File: src/rtl/i2cSlavePkg.sv
package i2cSlavePkg;
  localparam int BYTE_W = 8;

  typedef enum logic [2:0] {
    ST_IDLE,
    ST_RX,
    ST_ACK,
    ST_TX,
    ST_MACK
  } busState_t;

  typedef enum logic [1:0] {
    RX_ADDR,
    RX_PTR,
    RX_DATA
  } rxKind_t;

  typedef struct packed {
    logic rxShift;
    logic rxBit;
    logic ptrLoad;
    logic ptrInc;
    logic regWrite;
    logic txLoad;
    logic txShift;
  } dpStrobe_t;
endpackage

File: src/rtl/i2cBusCtrl.sv
module i2cBusCtrl
  import i2cSlavePkg::*;
#(
  parameter logic [6:0] SLAVE_ADDR  = 7'h51,
  parameter int         SYNC_STAGES = 2
) (
  input  logic              clk,
  input  logic              rstN,
  input  logic              sclIn,
  input  logic              sdaIn,
  input  logic [BYTE_W-1:0] rxByte,
  input  logic              txBit,
  output dpStrobe_t         strb,
  output logic              sdaOutEn,
  output logic              startDet,
  output logic              stopDet
);
  localparam int CNT_W = $clog2(BYTE_W + 1);
  localparam logic [CNT_W-1:0] FULL = CNT_W'(BYTE_W);
  localparam logic [CNT_W-1:0] LAST = CNT_W'(BYTE_W - 1);

  logic [SYNC_STAGES-1:0] sclSh, sdaSh;
  logic sclP, sdaP, sclS, sdaS, sclRise, sclFall;

  always_ff @(posedge clk) begin
    if (!rstN) begin
      sclSh <= '1;
      sdaSh <= '1;
      sclP  <= 1'b1;
      sdaP  <= 1'b1;
    end else begin
      sclSh <= {sclSh[SYNC_STAGES-2:0], sclIn};
      sdaSh <= {sdaSh[SYNC_STAGES-2:0], sdaIn};
      sclP  <= sclS;
      sdaP  <= sdaS;
    end
  end

  assign sclS     = sclSh[SYNC_STAGES-1];
  assign sdaS     = sdaSh[SYNC_STAGES-1];
  assign sclRise  = sclS & ~sclP;
  assign sclFall  = ~sclS & sclP;
  assign startDet = sclS & sclP & sdaP & ~sdaS;
  assign stopDet  = sclS & sclP & ~sdaP & sdaS;

  busState_t       state, stateN;
  rxKind_t         kind, kindN;
  logic [CNT_W-1:0] cnt, cntN;
  logic            rdMode, rdModeN, masterAck, masterAckN;

  always_comb begin
    stateN     = state;
    kindN      = kind;
    cntN       = cnt;
    rdModeN    = rdMode;
    masterAckN = masterAck;
    strb       = '0;
    strb.rxBit = sdaS;
    if (stopDet) begin
      stateN = ST_IDLE;
    end else if (startDet) begin
      stateN = ST_RX;
      kindN  = RX_ADDR;
      cntN   = '0;
    end else begin
      case (state)
        ST_RX: begin
          if (sclRise && cnt < FULL) begin
            strb.rxShift = 1'b1;
            cntN = cnt + 1'b1;
          end else if (sclFall && cnt == FULL) begin
            case (kind)
              RX_ADDR: begin
                if (rxByte[BYTE_W-1:1] == SLAVE_ADDR) begin
                  stateN  = ST_ACK;
                  rdModeN = rxByte[0];
                end else begin
                  stateN = ST_IDLE;
                end
              end
              RX_PTR: begin
                stateN = ST_ACK;
                strb.ptrLoad = 1'b1;
              end
              default: begin
                stateN = ST_ACK;
                strb.regWrite = 1'b1;
                strb.ptrInc   = 1'b1;
              end
            endcase
          end
        end
        ST_ACK: begin
          if (sclFall) begin
            cntN = '0;
            if (kind == RX_ADDR && rdMode) begin
              stateN = ST_TX;
              strb.txLoad = 1'b1;
            end else begin
              stateN = ST_RX;
              kindN  = (kind == RX_ADDR) ? RX_PTR : RX_DATA;
            end
          end
        end
        ST_TX: begin
          if (sclFall) begin
            if (cnt == LAST) begin
              stateN = ST_MACK;
              strb.ptrInc = 1'b1;
            end else begin
              strb.txShift = 1'b1;
              cntN = cnt + 1'b1;
            end
          end
        end
        ST_MACK: begin
          if (sclRise) begin
            masterAckN = ~sdaS;
          end else if (sclFall) begin
            if (masterAck) begin
              stateN = ST_TX;
              strb.txLoad = 1'b1;
              cntN = '0;
            end else begin
              stateN = ST_IDLE;
            end
          end
        end
        default: ;
      endcase
    end
  end

  always_ff @(posedge clk) begin
    if (!rstN) begin
      state     <= ST_IDLE;
      kind      <= RX_ADDR;
      cnt       <= '0;
      rdMode    <= 1'b0;
      masterAck <= 1'b0;
    end else begin
      state     <= stateN;
      kind      <= kindN;
      cnt       <= cntN;
      rdMode    <= rdModeN;
      masterAck <= masterAckN;
    end
  end

  assign sdaOutEn = (state == ST_ACK) | ((state == ST_TX) & ~txBit);


  sda_scl_low_chk: assert property (@(posedge clk) disable iff (!rstN)
    !$stable(sdaOutEn) |-> !sclS);


  stop_idle_chk: assert property (@(posedge clk) disable iff (!rstN)
    stopDet |=> (state == ST_IDLE) && !sdaOutEn);
endmodule

File: src/rtl/i2cRegDatapath.sv
module i2cRegDatapath
  import i2cSlavePkg::*;
#(
  parameter int REG_COUNT = 16,
  localparam int ADDR_W = $clog2(REG_COUNT)
) (
  input  logic              clk,
  input  logic              rstN,
  input  dpStrobe_t         strb,
  input  logic [BYTE_W-1:0] regRdData,
  output logic [BYTE_W-1:0] rxByte,
  output logic              txBit,
  output logic [ADDR_W-1:0] regAddr,
  output logic [BYTE_W-1:0] regWrData,
  output logic              regWrEn
);
  localparam logic [ADDR_W-1:0] PTR_MAX = ADDR_W'(REG_COUNT - 1);

  logic [ADDR_W-1:0] ptr;
  logic [BYTE_W-1:0] txSh;

  always_ff @(posedge clk) begin
    if (!rstN) begin
      ptr    <= '0;
      rxByte <= '0;
      txSh   <= '0;
    end else begin
      if (strb.rxShift) rxByte <= {rxByte[BYTE_W-2:0], strb.rxBit};
      if (strb.ptrLoad) ptr <= rxByte[ADDR_W-1:0];
      else if (strb.ptrInc) ptr <= (ptr == PTR_MAX) ? '0 : ptr + 1'b1;
      if (strb.txLoad) txSh <= regRdData;
      else if (strb.txShift) txSh <= {txSh[BYTE_W-2:0], 1'b0};
    end
  end

  assign txBit     = txSh[BYTE_W-1];
  assign regAddr   = ptr;
  assign regWrData = rxByte;
  assign regWrEn   = strb.regWrite;


  ptr_wrap_chk: assert property (@(posedge clk) disable iff (!rstN)
    $past(strb.ptrInc) && !$past(strb.ptrLoad) && $past(regAddr) == PTR_MAX |-> regAddr == '0);


  ptr_load_chk: assert property (@(posedge clk) disable iff (!rstN)
    strb.ptrLoad |=> regAddr == $past(rxByte[ADDR_W-1:0]));


  wr_pulse_chk: assert property (@(posedge clk) disable iff (!rstN)
    regWrEn |=> !regWrEn);
endmodule

File: src/rtl/i2cFreezeWdog.sv
module i2cFreezeWdog #(
  parameter int WDOG_CYCLES = 100_000_000,
  localparam int WD_W = $clog2(WDOG_CYCLES + 1)
) (
  input  logic clk,
  input  logic rstN,
  input  logic startDet,
  input  logic stopDet,
  input  logic tickIn,
  output logic freezeReq,
  output logic tickOut
);
  localparam logic [WD_W-1:0] WD_LAST = WD_W'(WDOG_CYCLES - 1);

  logic            inXfer, expired, pending;
  logic [WD_W-1:0] wdCnt;

  always_ff @(posedge clk) begin
    if (!rstN) begin
      inXfer  <= 1'b0;
      expired <= 1'b0;
      wdCnt   <= '0;
    end else if (startDet) begin
      inXfer  <= 1'b1;
      expired <= 1'b0;
      wdCnt   <= '0;
    end else if (stopDet) begin
      inXfer  <= 1'b0;
      expired <= 1'b0;
      wdCnt   <= '0;
    end else if (inXfer && !expired) begin
      if (wdCnt == WD_LAST) expired <= 1'b1;
      else wdCnt <= wdCnt + 1'b1;
    end
  end

  assign freezeReq = inXfer & ~expired;

  always_ff @(posedge clk) begin
    if (!rstN) begin
      pending <= 1'b0;
      tickOut <= 1'b0;
    end else begin
      pending <= freezeReq & (pending | tickIn);
      tickOut <= ~freezeReq & (pending | tickIn);
    end
  end


  stop_release_chk: assert property (@(posedge clk) disable iff (!rstN)
    stopDet |=> !freezeReq);


  wd_window_chk: assert property (@(posedge clk) disable iff (!rstN)
    freezeReq |-> wdCnt <= WD_LAST);
endmodule

File: src/rtl/i2cRegSlave.sv
module i2cRegSlave
  import i2cSlavePkg::*;
#(
  parameter logic [6:0] SLAVE_ADDR  = 7'h51,
  parameter int         REG_COUNT   = 16,
  parameter int         WDOG_CYCLES = 100_000_000,
  localparam int        ADDR_W      = $clog2(REG_COUNT)
) (
  input  logic              clk,
  input  logic              rstN,
  input  logic              sclIn,
  input  logic              sdaIn,
  output logic              sdaOutEn,
  output logic [ADDR_W-1:0] regAddr,
  output logic [BYTE_W-1:0] regWrData,
  output logic              regWrEn,
  input  logic [BYTE_W-1:0] regRdData,
  input  logic              tickIn,
  output logic              tickOut,
  output logic              freezeReq
);
  dpStrobe_t         strb;
  logic [BYTE_W-1:0] rxByte;
  logic              txBit, startDet, stopDet;

  i2cBusCtrl #(.SLAVE_ADDR(SLAVE_ADDR), .SYNC_STAGES(2)) i_ctrl (
    .clk(clk), .rstN(rstN), .sclIn(sclIn), .sdaIn(sdaIn),
    .rxByte(rxByte), .txBit(txBit), .strb(strb), .sdaOutEn(sdaOutEn),
    .startDet(startDet), .stopDet(stopDet)
  );

  i2cRegDatapath #(.REG_COUNT(REG_COUNT)) i_dp (
    .clk(clk), .rstN(rstN), .strb(strb), .regRdData(regRdData),
    .rxByte(rxByte), .txBit(txBit), .regAddr(regAddr),
    .regWrData(regWrData), .regWrEn(regWrEn)
  );

  i2cFreezeWdog #(.WDOG_CYCLES(WDOG_CYCLES)) i_frz (
    .clk(clk), .rstN(rstN), .startDet(startDet), .stopDet(stopDet),
    .tickIn(tickIn), .freezeReq(freezeReq), .tickOut(tickOut)
  );
endmodule

File: config.mk
export PLATFORM = sky130hd
export DESIGN_NAME = i2cRegSlave
export DESIGN_NICKNAME = d
export VERILOG_FILES = /design/src/rtl/i2cSlavePkg.sv /design/src/rtl/i2cBusCtrl.sv /design/src/rtl/i2cRegDatapath.sv /design/src/rtl/i2cFreezeWdog.sv /design/src/rtl/i2cRegSlave.sv
export SDC_FILE = /design/constraint.sdc
export NUM_CORES = 1
export LEC_CHECK = 0
export BUFFER_PORTS_ARGS = -buffer_cell sky130_fd_sc_hd__buf_2
export CAP_MARGIN = 20
export CORE_ASPECT_RATIO = 0.7
export CORE_UTILIZATION = 24
export DETAILED_ROUTE_END_ITERATION = 8
export PLACE_DENSITY = 0.42
export SLEW_MARGIN = 25
export SYNTH_ARGS = -nofsm -noshare
export SYNTH_HDL_FRONTEND = slang
export SYNTH_SLANG_ARGS = --single-unit
File: constraint.sdc
create_clock -name clk -period 5.1 [get_ports clk]
set_input_delay 0.255 -clock clk [delete_from_list [all_inputs] [get_ports clk]]
set_output_delay 0.255 -clock clk [all_outputs]
set_load 0.05 [all_outputs]
==> results of run 1 <==
power by group:
| part | internal (uW) | leakage (uW) | switching (uW) | total [uW] |
|---|---|---|---|---|
| sequential | 537 | 0.000549 | 9.00 | 546 |
| combinational | 20.7 | 0.000880 | 40.2 | 60.9 |
| clock | 481 | 0.000166 | 250 | 731 |
kinds of logic after synthesis:
group,after synthesis,share of synthesized area (%)
compound gates,67,13.6
mux,6,1.82
xor+xnor,23,6.09
flops,68,41.2
fa+ha+maj,4,1.51
buf+inv,25,3.10
simple gates,189,32.7
area by class of cell:
type	count	area share, %
multi-input combinational	289	46.4
sequential	68	34.3
tap	185	5.83
clock buffer	9	5.67
timing repair buffer	30	3.91
clock inverter	7	3.12
inverter	9	0.850
cells in the final DEF (no fill, tap or decap), drive strengths merged, types with 11 or more instances in the layout:
master | netlist | final
a21oi | 15 | 15
buf | 7 | 30
dfxtp | 68 | 68
nand2 | 40 | 40
nand2b | 11 | 11
nand3 | 37 | 37
nor2 | 33 | 33
o21ai | 17 | 17
xnor2 | 12 | 12
xor2 | 11 | 11
worst max-delay path, cell delays in order, from the launching register on:
cell and delay, ps:
dfxtp_1 560, nor2b_1 700, nand3_1 640, and3_1 380, o21a_1 160
cell usage after synthesis (3+ instances only):
library cell / count
buf_2: 7
nand3_1: 37
ha_1: 4
and2_1: 5
nor2_1: 33
o21ai_0: 7
nand2_1: 40
xor2_1: 11
a21oi_1: 15
a21o_1: 3
a31oi_1: 4
and3_1: 9
inv_1: 7
o211a_1: 10
mux2i_1: 6
nand2b_1: 11
nor3_1: 6
nand4_1: 8
clkbuf_1: 9
o21ai_1: 9
or3_1: 4
xnor2_1: 12
dfxtp_1: 68
nor2b_1: 7
nand4b_1: 3
a21boi_1: 9
path summary, 6_finish.rpt:
check                                startpoint              end  slack (ps)  depth (start not counted)
worst min register to register  i_ctrl.sdaSh[0]  i_ctrl.sdaSh[1]         410                          1
worst min-delay path                      sdaIn  i_ctrl.sdaSh[0]         100                          2
worst max-delay path                i_ctrl.sclP     i_dp.txSh[0]        2560                          4
worst max register to register      i_ctrl.sclP     i_dp.txSh[0]        2560                          4
registers in the layout, indices dropped and copies added (netlist names):
register          cells
i_ctrl.kind           2
i_frz.wdCnt          27
i_dp.regAddr          4
i_ctrl.rdMode         1
i_frz.inXfer          1
i_frz.expired         1
i_ctrl.masterAck      1
i_dp.txSh             8
i_ctrl.state          3
i_ctrl.cnt            4
i_frz.pending         1
i_ctrl.sclSh          2
i_ctrl.sdaSh          2
i_frz.tickOut         1
i_dp.regWrData        8
i_ctrl.sclP           1
i_ctrl.sdaP           1
through the flow:
step / power (uW) / std cells
6_report: 1340 / 597
2_1_floorplan: 599 / 382
3_3_place_gp: 620 / 581
4_1_cts: 1360 / 597
5_1_grt: 1390 / 597
3_5_place_dp: 619 / 581
per-layer routing:
layer  routed length [um]  vias up  part of all wire, %  track usage [%]
li1                     -     1407                    -                -
met1                 4080     1303                   53             16.5
met2                 3100       38                   41             16.9
met3                  336       10                  4.4             3.86
met4                  120        0                  1.6             4.71
met5                    0        -                    0                0
==> run_results.csv, run 1 <==
group,metric,value,unit
logic_synthesis,yosys_warnings,0,
logic_synthesis,yosysTopAreaCell,"dfxtp_1",
timing,rsz0062_at_grt,"false",
timing,timing.fmax,393,MHz
floorplan,core_area,0.0133,mm2
clock_network,numCtsBuffers,9,
clock_network,hold_buffers,0,
power,p_leak,0.00160,uW
logic_synthesis,synth_flop_cell,"dfxtp_1",
floorplan,placementRows,35,
power,ir_worst_vdd,0.171,mV
route,routed_wl,7640,um
timing,finalSetupViolCount,0,
timing,setup_slack,2560,ps
global_route,antenna_found_initial,0,
critical_path,cp.required,5330,ps
floorplan,initial_utilization,24.8,%
timing,worst_pin_slew,789,ps
route,routed_via_density,4.62,
clock_network,clock_path_buffers,2,
logic_synthesis,synth-seq-cells,68,
logic_synthesis,netlist_instances,382,
critical_path,startpoint_type,"register",
logic_synthesis,syn_avg_cell_area,8.65,um2
clock_network,htreeDepth,3,
clock_network,cts.sinks,68,
route,first_pass_iters,4,
finish,antenna_cells,0,
finish,final-seq-area,0.00136,mm2
finish,final_area,0.00397,mm2
route,route.detailed.drc,0,
logic_synthesis,synth_edf_count,0,
critical_path,worstSetupPathType,"register to register",
route,via_count,2758,
global_route,grt-ovfl-total,0,
finish,drive_gt1_share,15.0,%
timing,period_minus_slack,2540,ps
critical_path,crit_arrival,2780,ps
global_route,grt_max_degree,35,
timing,holdWs,95.6,ps
global_route,grt_pass1_wl,13100,um
placed_design,placed_area,0.00362,mm2
finish,nFillCells,1458,
run_status,outcome,"completed",
logic_synthesis,synthesis.area,0.00331,mm2
global_route,track_usage,11.9,%
timing,hold_violations,0,
run,drv_cap,0,
timing,maxSlewHeadroom,47.3,%
placed_design,dp_hpwl,5360,um
logic_synthesis,ys_types,53,
placed_design,routabilityCongestion,0.777,
global_route,grt_pass1_vias,2622,
timing,post-route-period-util,49.9,%
route,drt_iter0_drc,158,
timing,fin_skew,5.29,ps
timing,fin_tns_setup,0,ps
route,routedWlPerCell,12.8,um
floorplan,die-area,0.0143,mm2
logic_synthesis,synth_area_leaders,"dfxtp_1 41%, nand3_1 5.6%, nand2_1 4.5%, nor2_1 3.7%, xnor2_1 3.2%",
critical_path,cp-end-kind,"register",
critical_path,cp_max_fo,16,
timing,drv_slew,0,
logic_synthesis,syn_nets,399,
route,final_antenna_net_count,0,
floorplan,chipHeight,100,um
clock_network,cts.root.buffer_cell,"clkbuf_16",
logic_synthesis,async_flop_share,0,%
placed_design,dp_slack,2650,ps
clock_network,clkTransAtPathRegs,60,ps
clock_network,cts_tree,"done",
worst_hold_path,hold_path_class,"input port to register",
clock_network,post_cts_buffers,0,
logic_synthesis,synth_top_area_share,41.2,%
floorplan,ios,29,
power,power_density,337,mW/mm2
floorplan,die_w,142,um
clock_network,clkLatencyLatePin,340,ps
placed_design,numPortBuffers,28,
logic_synthesis,yosysSeqAreaShare,41.2,%
finish,final_util,29.8,%
finish,multi_input_area,0.00184,mm2
finish,area_growth_syn_to_layout,20.2,%
clock_network,ctsResizeCount,0,
finish,final_nets,424,
Power figures use the tool's default switching activity.
==> run 2, diff against run 1 <==
==> constraint.sdc (replaced) <==
create_clock -name clk -period 2.7 [get_ports clk]
set_input_delay 0.135 -clock clk [delete_from_list [all_inputs] [get_ports clk]]
set_output_delay 0.135 -clock clk [all_outputs]
set_load 0.05 [all_outputs]
==> run_results.csv, run 2 (synthesis results as in run 1) <==
group,metric,value,unit
finish,largest_reg_flops,27,
placed_design,numPortBuffers,28,
critical_path,worstSetupPathType,"register to register",
finish,regMostFlops,"i_frz.wdCnt",
global_route,antenna_found_initial,0,
global_route,grt_pass1_vias,2548,
clock_network,cts_tree,"done",
clock_network,clkLatencyLatePin,330,ps
finish,multi_input_area,0.00184,mm2
route,routed_via_density,4.57,
timing,post-route-period-util,79.1,%
timing,finalSetupViolCount,0,
global_route,grt-ovfl-total,0,
floorplan,chipHeight,100,um
critical_path,ff2ff_setup_slack,560,ps
finish,layout_commonest_cell,"dfxtp_1",
power,p_seq_share,45.8,%
route,first_pass_iters,4,
critical_path,r2r_cells,7,
critical_path,r2r-end,"i_frz.wdCnt[8]",
floorplan,placementRows,35,
floorplan,core_area,0.0133,mm2
power,switching_share,23.2,%
global_route,grt_max_degree,29,
placed_design,dp_cells,585,
clock_network,hold_buffers,1,
clock_network,ctsResizeCount,0,
worst_hold_path,hp-start,"sclIn",
route,route.detailed.drc,0,
power,power_frac_comb,5.3,%
worst_hold_path,hold_path_class,"input port to register",
clock_network,cts.sinks,68,
power,netSwitchingPower,523,uW
clock_network,numCtsBuffers,9,
timing,fin_tns_setup,0,ps
floorplan,die_w,142,um
worst_hold_path,holdPathStages,2,
finish,final_util,29.6,%
power,p_int,1730,uW
finish,final_nets,429,
power,ir_worst_vdd,0.289,mV
route,routed_wl,7650,um
timing,period_minus_slack,2140,ps
route,final_antenna_net_count,0,
placed_design,routabilityCongestion,0.768,
finish,nFillCells,1460,
global_route,grt_pass1_wl,12800,um
finish,layout_common_cells,"68 x dfxtp_1, 40 x nand2_1, 37 x nand3_1, 33 x nor2_1, 28 x buf_2",
critical_path,startpoint_type,"register",
timing,maxSlewHeadroom,69.5,%
critical_path,cp.required,2960,ps
clock_network,post_cts_buffers,0,
floorplan,initial_utilization,24.8,%
timing,timing.fmax,468,MHz
power,power_density,571,mW/mm2
clock_network,clock_path_buffers,2,
run,drv_cap,0,
run_status,outcome,"completed",
critical_path,r2r_start,"i_frz.wdCnt[0]",
floorplan,ios,29,
clock_network,htreeDepth,3,
finish,antenna_cells,0,
route,drt_iter0_drc,142,
clock_network,cts.root.buffer_cell,"clkbuf_16",
timing,fin_skew,7.68,ps
route,via_count,2752,
worst_hold_path,hold_end,"i_ctrl.sclSh[0]",
critical_path,crit_arrival,2390,ps
power,p_leak,0.00159,uW
finish,drive_gt1_share,15.3,%
finish,layout.cells.non_filler,602,
timing,drv_slew,0,
route,routedWlPerCell,12.7,um
clock_network,clkTransAtPathRegs,60,ps
finish,final-seq-area,0.00136,mm2
timing,worst_pin_slew,456,ps
global_route,track_usage,11.6,%
timing,hold_violations,0,
critical_path,cp_max_fo,15,
power,clkPwrFrac,48.9,%
floorplan,die-area,0.0143,mm2
finish,area_growth_syn_to_layout,19.3,%
placed_design,dp_hpwl,5330,um
critical_path,cp-end-kind,"register",
timing,rsz0062_at_grt,"false",
-- run 2: cell types whose count changed in the layout (fill, tap and decap cells not counted), sizes merged --
cell	before	now
buf	30	34
clkbuf	9	13
bufinv	3	0
dlygate4sd3	0	1
inv	10	9
-- run 2: through the flow --
step	worst slack [ps]	hold slack [ps]	instance area [um2]	power [uW]
after detailed placement	586	321	3650	1170
final	564	4.47	3950	2250
after global placement	620	320	3650	1170
after floorplan	902	208	3310	1130
after CTS	559	0.703	3950	2290
after global routing	333	1.95	3950	2350
-- run 2: power by group through the flow --
stage | clock network, uW | logic (uW) | registers, uW
finish | 1100 | 119 | 1030
global route | 1190 | 131 | 1030
CTS | 1140 | 120 | 1030
detailed placement | 0 | 119 | 1050
global placement | 0 | 119 | 1050
floorplan | 0 | 86.5 | 1050
-- run 2: critical path, stage by stage (launching register included) --
cell and delay, ps:
dfxtp_1 380, ha_1 210, nand2_1 190, nor3_2 320, and4bb_2 500, nor2_1 150, a21o_1 200, a21oi_1 110
-- run 2: area by class of cell --
type,count,share of cell area [%]
inverters,9,0.856
repair buffers,35,4.95
flip-flops and latches,68,34.5
multi-input cells,289,46.7
well taps,185,5.87
clock buffers,13,6.60
clock inverters,3,0.539
-- run 2: worst max path at each step --
| stage | start | to | slack [ps] |
|---|---|---|---|
| final | i_frz.wdCnt[0] | i_frz.wdCnt[8] | 560 |
| after global routing | i_frz.wdCnt[0] | i_frz.wdCnt[8] | 330 |
| after CTS | i_frz.wdCnt[0] | i_frz.wdCnt[8] | 560 |
| after detailed placement | i_frz.wdCnt[0] | i_frz.wdCnt[8] | 590 |
| after global placement | i_frz.wdCnt[0] | i_frz.wdCnt[8] | 620 |
| after floorplan | i_frz.wdCnt[0] | i_frz.wdCnt[7] | 900 |
-- run 2: routing by layer --
layer / wire [um] / share of wire, % / vias to the layer above / track usage (%)
met3: 257 / 3.4 / 12 / 3.20
li1: - / - / 1414 / -
met2: 3010 / 39 / 46 / 16.0
met5: 0 / 0 / - / 0
met4: 133 / 1.7 / 0 / 4.96
met1: 4250 / 56 / 1280 / 16.7
==> run 3, diff against run 2 <==
--- a/config.mk
+++ b/config.mk
@@ -10,7 +10,7 @@
 export CORE_ASPECT_RATIO = 0.7
 export CORE_UTILIZATION = 24
 export DETAILED_ROUTE_END_ITERATION = 8
-export PLACE_DENSITY = 0.42
+export PLACE_DENSITY = 0.43
 export SLEW_MARGIN = 25
 export SYNTH_ARGS = -nofsm -noshare
 export SYNTH_HDL_FRONTEND = slang
==> constraint.sdc (replaced) <==
create_clock -name clk -period 1.93 [get_ports clk]
set_input_delay 0.0965 -clock clk [delete_from_list [all_inputs] [get_ports clk]]
set_output_delay 0.0965 -clock clk [all_outputs]
set_load 0.05 [all_outputs]
==> run_results.csv, run 3 (synthesis results as in run 1) <==
group,metric,value,unit
run_status,outcome,"completed",
timing,finalSetupViolCount,0,
critical_path,r2r_start,"i_ctrl.cnt[0]",
critical_path,cp.required,2150,ps
clock_network,clkTransAtPathRegs,50,ps
clock_network,numCtsBuffers,9,
power,p_leak,0.00173,uW
finish,multi_input_area,0.00186,mm2
global_route,track_usage,11.9,%
finish,final-seq-area,0.00136,mm2
floorplan,core_area,0.0133,mm2
worst_hold_path,hold_path_class,"input port to register",
power,netSwitchingPower,765,uW
finish,final_util,31.7,%
timing,hold_violations,0,
critical_path,cp-end-kind,"register",
clock_network,post_cts_buffers,0,
critical_path,crit_slowest_cell,"dfxtp_2",
route,routedWlPerCell,12.6,um
route,final_antenna_net_count,0,
route,drt_iter0_drc,114,
critical_path,slowest_delay,340,ps
floorplan,placementRows,35,
route,first_pass_iters,4,
placed_design,numPortBuffers,28,
power,ir_worst_vdd,0.372,mV
global_route,grt-ovfl-total,0,
placed_design,routabilityCongestion,0.728,
timing,period_minus_slack,1820,ps
finish,drive_gt1_share,20.9,%
power,p_seq_share,43.5,%
finish,area_growth_syn_to_layout,27.7,%
critical_path,cp-endpoint,"i_dp.txSh[0]",
route,routed_via_density,4.52,
clock_network,cts.root.buffer_cell,"clkbuf_16",
clock_network,cts_tree,"done",
power,clkPwrFrac,50.3,%
critical_path,worstSetupPathType,"register to register",
global_route,grt_pass1_wl,13300,um
power,power_density,783,mW/mm2
timing,drv_slew,0,
critical_path,path_cells,"ha_1, and3b_1, buf_4, nor3_4, nand2_1, and3_1, o21a_1",
floorplan,die_w,142,um
global_route,grt_max_degree,21,
timing,maxSlewHeadroom,68.7,%
clock_network,clock_path_buffers,2,
timing,fin_skew,7.23,ps
critical_path,cp_max_fo,8,
floorplan,ios,29,
finish,nFillCells,1438,
clock_network,htreeDepth,3,
global_route,grtUsageMet1,17.7,%
run,drv_cap,0,
critical_path,startpoint_type,"register",
finish,largest_reg_flops,27,
critical_path,crit_arrival,2040,ps
timing,rsz0062_at_grt,"true",
global_route,grt_pass1_vias,2626,
critical_path,r2r-end,"i_dp.txSh[0]",
critical_path,ff2ff_setup_slack,110,ps
global_route,grtUsageMet3,3.58,%
global_route,antenna_found_initial,0,
critical_path,r2r_cells,7,
finish,antenna_cells,0,
critical_path,crit_start,"i_ctrl.cnt[0]",
power,switching_share,23.1,%
finish,layout_commonest_cell,"dfxtp_1",
timing,worst_pin_slew,463,ps
finish,final_nets,456,
route,via_count,2840,
finish,regMostFlops,"i_frz.wdCnt",
floorplan,die-area,0.0143,mm2
power,power_frac_comb,6.1,%
timing,timing.fmax,551,MHz
placed_design,dp_hpwl,5580,um
power,p_int,2540,uW
floorplan,chipHeight,100,um
timing,post-route-period-util,94.1,%
global_route,met2_usage,15.7,%
timing,fin_tns_setup,0,ps
finish,layout_common_cells,"66 x dfxtp_1, 39 x nand2_1, 37 x nand3_1, 33 x nor2_1, 28 x buf_2",
floorplan,initial_utilization,24.8,%
route,routed_wl,7900,um
clock_network,clkLatencyLatePin,330,ps
clock_network,cts.sinks,68,
global_route,busiest_layer,"met1",
route,route.detailed.drc,0,
## run 3: cell count changes in the layout (fill, tap and decap cells not counted), sizes merged
cell	change
buf	+21
dlygate4sd3	+6
clkbuf	-2
clkinvlp	+2
bufinv	+1
clkinv	-1
## run 3: layout make-up
cell class / instances / share of cell area, %
Multi-Input combinational cell: 289 / 44.1
Timing Repair Buffer: 62 / 10.1
Sequential cell: 68 / 32.3
Inverter: 9 / 0.800
Clock buffer: 11 / 5.75
Clock inverter: 5 / 1.45
Tap cell: 185 / 5.48
## run 3: power groups by stage
| stage | combinational, uW | sequential [uW] | clock [uW] |
|---|---|---|---|
| 2_1_floorplan | 121 | 1460 | 0 |
| 3_3_place_gp | 191 | 1470 | 0 |
| 3_5_place_dp | 189 | 1470 | 0 |
| 4_1_cts | 200 | 1440 | 1720 |
| 5_1_grt | 227 | 1440 | 1790 |
| 6_report | 203 | 1440 | 1660 |
## run 3: how the worst min path moves through the flow
stage,startpoint,end,slack (ps),cells past startpoint
2_1_floorplan,rstN,i_ctrl.sclSh[0],170,1
3_3_place_gp,sclIn,i_ctrl.sclSh[0],280,2
3_5_place_dp,sclIn,i_ctrl.sclSh[0],280,2
4_1_cts,regRdData[3],i_dp.txSh[3],2,2
5_1_grt,regRdData[3],i_dp.txSh[3],3,2
6_report,regRdData[3],i_dp.txSh[3],10,2
## run 3: metal layers
| layer | up-vias | wire [um] |
|---|---|---|
| met1 | 1313 | 4360 |
| met4 | 0 | 120 |
| met5 | - | 0 |
| met2 | 54 | 3040 |
| met3 | 11 | 374 |
| li1 | 1462 | - |
## run 3: worst max-delay path: cells and delay by family, from the launching register on
kind                       cells  cell delay, ps
AOI/OAI and AO/OA              1             160
and+or+nand+nor                4             840
buffers and inverters          1             140
DFF                            1             340
adders and majority gates      1             220
## run 3: what timing repair did
item | 4_1_cts | 5_1_grt
resized for setup | 0 | 8
endpoints found under the setup margin | 0 | 11
hold buffers | 7 | 0
endpoints found under the hold margin | 7 | 0
## run 3: metrics by stage
stage | setup slack, ps | cell area, um2 | std cells | hold WS (ps) | total power [uW]
floorplan | 132 | 3310 | 382 | 170 | 1580
global placement | 57.7 | 3820 | 606 | 280 | 1660
detailed placement | 40.9 | 3820 | 606 | 282 | 1660
CTS | 25.9 | 4200 | 629 | 2.16 | 3360
global route | -15.3 | 4220 | 629 | 3.46 | 3460
finish | 115 | 4220 | 629 | 11.7 | 3310
